$ cat src/rtl/spi_stat_pkg.sv
package spi_stat_pkg;
  localparam logic [2:0] GUARD_BITS = 3'b101;
  localparam logic [7:0] IDLE_BYTE = {GUARD_BITS, 5'b00000};

  typedef struct packed {
    logic capture;
    logic clearAll;
    logic wdArm;
    logic esmArm;
    logic verdictLoad;
    logic verdictBad;
  } statStrobe_t;
endpackage

$ cat src/rtl/spi_stat_ctrl.sv
module spi_stat_ctrl
  import spi_stat_pkg::*;
(
  input  logic        deviceReset,
  input  logic        frameStart,
  input  logic        frameEnd,
  input  logic        frameValid,
  input  logic        wdFail,
  input  logic        wdCfgWrite,
  input  logic        esmFail,
  output statStrobe_t strb
);
  always_comb begin
    strb             = '0;
    strb.clearAll    = deviceReset;
    strb.capture     = frameStart && !deviceReset;
    strb.wdArm       = wdFail && !wdCfgWrite && !deviceReset;
    strb.esmArm      = esmFail && !deviceReset;
    strb.verdictLoad = frameEnd && !deviceReset;
    strb.verdictBad  = !frameValid;
  end
endmodule

$ cat src/rtl/spi_stat_dp.sv
module spi_stat_dp
  import spi_stat_pkg::*;
#(
  parameter int INT_SRCS = 4
) (
  input  logic                clk,
  input  logic                rstN,
  input  statStrobe_t         strb,
  input  logic                safeState,
  input  logic [INT_SRCS-1:0] intSrc,
  output logic [7:0]          statusByte,
  output logic                wdPendQ
);
  logic wdPend, esmPend, invFlag, invNext, anyInt;

  assign anyInt  = |intSrc;
  assign invNext = strb.verdictLoad ? strb.verdictBad : invFlag;
  assign wdPendQ = wdPend;

  always_ff @(posedge clk or negedge rstN) begin
    if (!rstN) begin
      wdPend     <= 1'b0;
      esmPend    <= 1'b0;
      invFlag    <= 1'b0;
      statusByte <= IDLE_BYTE;
    end else if (strb.clearAll) begin
      wdPend     <= 1'b0;
      esmPend    <= 1'b0;
      invFlag    <= 1'b0;
      statusByte <= IDLE_BYTE;
    end else begin
      invFlag <= invNext;
      if (strb.capture) begin
        statusByte <= {GUARD_BITS, safeState, anyInt, wdPend, esmPend, invNext};
        wdPend     <= strb.wdArm;
        esmPend    <= strb.esmArm;
      end else begin
        wdPend  <= wdPend  | strb.wdArm;
        esmPend <= esmPend | strb.esmArm;
      end
    end
  end

  a_r1_guard: assert property (@(posedge clk) disable iff (!rstN)
    statusByte[7:5] == 3'b101);

  a_r10_stable: assert property (@(posedge clk) disable iff (!rstN)
    (!strb.capture && !strb.clearAll) |=> $stable(statusByte));

  a_r9_clear: assert property (@(posedge clk) disable iff (!rstN)
    strb.clearAll |=> (statusByte == 8'hA0 && !wdPend && !esmPend && !invFlag));

  a_r4_pend_drop: assert property (@(posedge clk) disable iff (!rstN)
    (strb.capture && !strb.wdArm) |=> !wdPend);
endmodule

$ cat src/rtl/spi_stat_gen.sv
module spi_stat_gen
  import spi_stat_pkg::*;
#(
  parameter int INT_SRCS = 4
) (
  input  logic                clk,
  input  logic                rstN,
  input  logic                deviceReset,
  input  logic                frameStart,
  input  logic                frameEnd,
  input  logic                frameValid,
  input  logic                wdFail,
  input  logic                wdCfgWrite,
  input  logic                esmFail,
  input  logic                safeState,
  input  logic [INT_SRCS-1:0] intSrc,
  output logic [7:0]          statusByte
);
  statStrobe_t strb;
  logic        wdPendQ;

  spi_stat_ctrl u_ctrl (
    .deviceReset (deviceReset),
    .frameStart  (frameStart),
    .frameEnd    (frameEnd),
    .frameValid  (frameValid),
    .wdFail      (wdFail),
    .wdCfgWrite  (wdCfgWrite),
    .esmFail     (esmFail),
    .strb        (strb)
  );

  spi_stat_dp #(.INT_SRCS(INT_SRCS)) u_dp (
    .clk        (clk),
    .rstN       (rstN),
    .strb       (strb),
    .safeState  (safeState),
    .intSrc     (intSrc),
    .statusByte (statusByte),
    .wdPendQ    (wdPendQ)
  );

  a_r7_cfg_mask: assert property (@(posedge clk) disable iff (!rstN)
    (wdCfgWrite && !wdPendQ) |=> !wdPendQ);

  a_r8_bad_verdict: assert property (@(posedge clk) disable iff (!rstN)
    (frameStart && frameEnd && !frameValid && !deviceReset) |=> statusByte[0]);
endmodule

$ cat config.mk
export PLATFORM = sky130hd
export DESIGN_NAME = spi_stat_gen
export DESIGN_NICKNAME = d
export VERILOG_FILES = /design/src/rtl/spi_stat_pkg.sv /design/src/rtl/spi_stat_ctrl.sv /design/src/rtl/spi_stat_dp.sv /design/src/rtl/spi_stat_gen.sv
export SDC_FILE = /design/constraint.sdc
export NUM_CORES = 1
export LEC_CHECK = 0
export ABC_AREA = 1
export BUFFER_PORTS_ARGS = -buffer_cell sky130_fd_sc_hd__buf_2
export CAP_MARGIN = 20
export CORE_AREA = 2 2 39 41
export DETAILED_ROUTE_END_ITERATION = 10
export DIE_AREA = 0 0 41 43
export PLACE_DENSITY_LB_ADDON = 0.15
export SLEW_MARGIN = 20
export SYNTH_ARGS = -nofsm -noshare
export SYNTH_HDL_FRONTEND = slang
export SYNTH_SLANG_ARGS = --single-unit
$ cat constraint.sdc
create_clock -name clk -period 0.8 [get_ports clk]
set_clock_uncertainty 0.1 [all_clocks]
set_input_delay 0.04 -clock clk [delete_from_list [all_inputs] [get_ports clk]]
set_output_delay 0.04 -clock clk [all_outputs]
set_load 0.02 [all_outputs]
---- Word-level counts from Yosys, hierarchy flattened ----
Cells that the tools add are included.
cells by class
  $add $sub $neg .......................... 0
  multiply operators ...................... 0
  div/mod/pow operators ................... 0
  order comparisons ....................... 0
  eq/ne operators ......................... 0
  shifts and indexed selects .............. 0
  muxes and demuxes ....................... 8
  bitwise logic cells ..................... 2
  reduce and logical (&&, ||, !) cells .... 10
operator list
  operator            count
  2-to-1 mux 8 bit    2
  2-to-1 mux 1 bit    6
  logical AND 1 bit   5
  OR reduction 4 bit  1
  zero test 1 bit     3
  bitwise OR 1 bit    2
  nonzero test 2 bit  1
storage, ports and cells
  flip-flop bits (word level) ............. 11
  latch bits .............................. 0
  RAM bits ................................ 0
  memory bits (read-only) ................. 0
  input bits .............................. 14
  output and inout port bits .............. 8
  memories ................................ 0

---- Logic depth before layout (Yosys ltp) ----
  word-level depth ........................ 6
  gate-level depth with buffers ........... 5
  gate-level depth less buffers ........... 5

---- Cells and area by module ----
Synthesis repeated with hierarchy kept, for this count alone.
second synthesis, totals
  cells, all modules ...................... 55
  area total of the unflattened synthesis .. 404.1 um^2
by module, submodules not included
  module         times used  cells an instance  area an instance (um^2)  sequential area each (um^2)
  spi_stat_dp    1           44                 356.6                    200.2
  spi_stat_ctrl  1           11                 47.5                     0.0

---- Worst setup path after synthesis ----
Ideal clock, no wire load.
  path type ............................... register -> register
  from .................................... register, netlist name u_dp.statusByte[1]
  to ...................................... register u_dp.statusByte[1]
  library setup time ...................... 0.126 ns
  arrival time ............................ 0.576 ns
  data required time ...................... 0.574 ns
  path slack .............................. -0.002 ns
  cell stages (with the launch flop) ...... 3
  path buffers ............................ 0
  period minus slack after synthesis ...... 0.802 ns
  path through ............................ dfrtp_1 nand2_1 o21ai_0
RTL lines
  element               RTL line           RTL
  end signal, assigned  spi_stat_dp.sv:34  statusByte <= {GUARD_BITS, safeState, anyInt, wdPend, esmPend, invNext};
  end, declared         spi_stat_dp.sv:11  output logic [7:0] statusByte,

---- Final worst setup path ----
  from .................................... register u_dp.statusByte[2]
  to ...................................... output port statusByte[2]
RTL lines
  element        RTL line            RTL
  end, declared  spi_stat_gen.sv:17  output logic [7:0] statusByte
No word-level cell between the ends.

==> metrics.txt <==
clock edge transition at the registers on the reported setup and hold paths 0.05 ns; critical path endpoint category primary output; initial detailed-routing violation count 5; Final nets 86; ratio of cells with drive above 1 in the final layout 45.7%; proportion of synthesized chip area in sequential cells 52.3%; area growth from synthesis to layout 52.0%; Num Clock Sinks 8; required time of the critical path 0.66 ns; total grt overflow 0; mean routed wirelength per cell 8.52 um; worst ir drop on vdd 0.846 mV; fraction of the core area covered by cells at the end of the flow 42.0%; Final HPWL DP 572 um; Worst path max stage delay 0.41 ns; area of the die 1760 sq um; Detail Route Antenna Nets 0; type of the setup path with the least slack flop to primary output; Setup-failing EPs final 7; final sum of negative setup slack -0.580 ns; count of filler cells inserted in the layout 141; run status complete, but fails checks; Hold WC Path Type primary input to flop; number of clock buffers inserted by TritonCTS 3; Period Utilization, post-route 115%; number of maximum-capacitance violations 0; violations in the final reports negative hold slack, negative setup slack; initial antenna violation count 0; Root Buffer sky130_fd_sc_hd__clkbuf_4; post-DR vias/cell 4.19; cell area after synthesis 383 sq um; Synth cell types 13; hold_ws -0.0630 ns; standby leakage power 0.315 nW; via count of the routed design 360; pin count of the biggest net entering global routing 9; post-detailed-route DRC marker count 0; antenna diode count 0; critical path cell sequence buf_6; CP startpoint kind flop; number of hold-repair buffers added at the cts stage 4; final slew viol count 0; number of global-route vias before repair 307; cell count after synthesis 46; average instance area after synthesis 8.32 sq um; cell type of the slowest stage on the worst timing path sky130_fd_sc_hd__dfrtp_2; standard-cell rows 14; Die H 43 um; CP top delay family flip-flops; final weighted congestion in routability-driven placement 0.679; Arrival @ worst endpoint 0.78 ns; count of synthesis-stage warnings from yosys 0; count of buffering cells on the critical path with inverters included 1; maximum level of the CTS H-tree 1; power per cell area 1590 nW/um^2; starting density of the core 27.7%; number of search-and-repair iterations in the first detailed-routing pass 4; max frequency 1080 MHz; least setup slack across all paths after layout -0.124 ns; RSZ-0062 raised after global routing true; aggregate global-route resource usage 10.2%; wire length of the first global-routing pass 1170 um; top-level port count 22; clock insertion delay at the later pin of the skew report 0.24 ns; chip width 41 um; CTS tree done; number of register bits inferred by synthesis 8; highest fanout seen on the critical path 2; shortest period the worst path allows 0.924 ns; final number of hold-violating endpoints 2; largest buffer count on any clock path 2; count of port buffers added during placement 18; Final Routed Wirelength 733 um; floorplan core area 1380 sq um
## registers in the layout, summed over array words and instances (netlist names)
name             count
u_dp.statusByte      5
u_dp.esmPend         1
u_dp.invFlag         1
u_dp.wdPendQ         1
## placed cells by master (no fill, tap or decap)
cell type and n:
sky130_fd_sc_hd__nor2_1 3, sky130_fd_sc_hd__dfrtp_1 6, sky130_fd_sc_hd__clkbuf_4 3, sky130_fd_sc_hd__nand2_2 1, sky130_fd_sc_hd__buf_4 1, sky130_fd_sc_hd__nand2_1 15, sky130_fd_sc_hd__o21ai_2 2, sky130_fd_sc_hd__inv_2 3
sky130_fd_sc_hd__conb_1 3, sky130_fd_sc_hd__inv_1 4, sky130_fd_sc_hd__dfrtp_2 2, sky130_fd_sc_hd__nand4_1 1, sky130_fd_sc_hd__o21ai_0 2, sky130_fd_sc_hd__and3_4 1, sky130_fd_sc_hd__nor2_4 1, sky130_fd_sc_hd__dlygate4sd3_1 4
sky130_fd_sc_hd__buf_2 13, sky130_fd_sc_hd__buf_6 5
## per-stage QoR
step / setup WS (ns) / total power, W / hold slack (ns) / cells / cell area (sq um)
floorplan: 0.00182 / 0.000536 / -0.356 / 47 / 389
global placement: -0.0134 / 0.000590 / -0.207 / 78 / 477
detailed placement: -0.0440 / 0.000593 / -0.211 / 78 / 477
CTS: -0.131 / 0.000931 / -0.0653 / 85 / 574
global route: -0.154 / 0.000979 / -0.0526 / 86 / 582
finish: -0.124 / 0.000923 / -0.0630 / 86 / 582
## Yosys cell counts (all sizes together)
library cell / n / area [sq um]
and3: 1 / 7.51
buf: 3 / 22.5
conb: 2 / 7.51
dfrtp: 8 / 200
inv: 7 / 26.3
nand2: 16 / 62.6
nand4: 1 / 6.26
nor2: 4 / 22.5
o21ai: 4 / 27.5
## logic make-up after synthesis
| family | after synthesis | share of synthesized area, % |
|---|---|---|
| AO/OA/AOI/OAI | 4 | 7.19 |
| buffers and inverters | 10 | 12.7 |
| flip-flops | 8 | 52.3 |
| other | 2 | 1.96 |
| AND/OR/NAND/NOR | 22 | 25.8 |
## layout make-up
type                       instances  area, sq um  share of cell area [%]
inverter                           7         26.3                    4.52
clock buffer                       3         22.5                    3.87
sequential                         8          203                    34.8
timing repair buffer              23          169                    29.0
multi-input combinational         29          141                    24.3
tap                               16         20.0                    3.44
## power by group
part,internal [W],total [W],switching [W]
Combinational,0.0000895,0.000185,0.0000950
Sequential,0.000430,0.000442,0.0000124
Clock,0.000171,0.000296,0.000125
## final timing paths
path / startpoint / to / slack [ns] / depth (start not counted)
max: u_dp.statusByte[2]$_DFFE_PN0P_ / statusByte[2] / -0.12 / 1
min: wdCfgWrite / u_dp.wdPendQ$_DFF_PN0_ / -0.06 / 4
max reg2reg: u_dp.statusByte[3]$_DFFE_PN0P_ / u_dp.statusByte[3]$_DFFE_PN0P_ / -0.01 / 3
min reg2reg: u_dp.statusByte[0]$_DFFE_PN0P_ / u_dp.statusByte[0]$_DFFE_PN0P_ / 0.40 / 2
max in group asynchronous: rstN / u_dp.statusByte[1]$_DFFE_PN0P_ / 0.36 / 2
min in group asynchronous: rstN / u_dp.wdPendQ$_DFF_PN0_ / 0.06 / 2
## layer usage
layer  GRT usage [%]  vias to the layer above  wire, um
li1                -                      181         -
met1            11.0                      167       305
met2            15.0                       12       371
met3            6.81                        0        56
met4            4.00                        0         0
met5               0                        -         0
## timing repair
| item | in CTS | in global routing |
|---|---|---|
| endpoints found under the hold margin | 12 | 2 |
| pin swaps | 0 | 1 |
| endpoints found under the setup margin | 7 | 7 |
| resized for setup | 11 | 0 |
| setup buffers | 0 | 1 |
No activity file was read; power rests on OpenSTA's default activity.
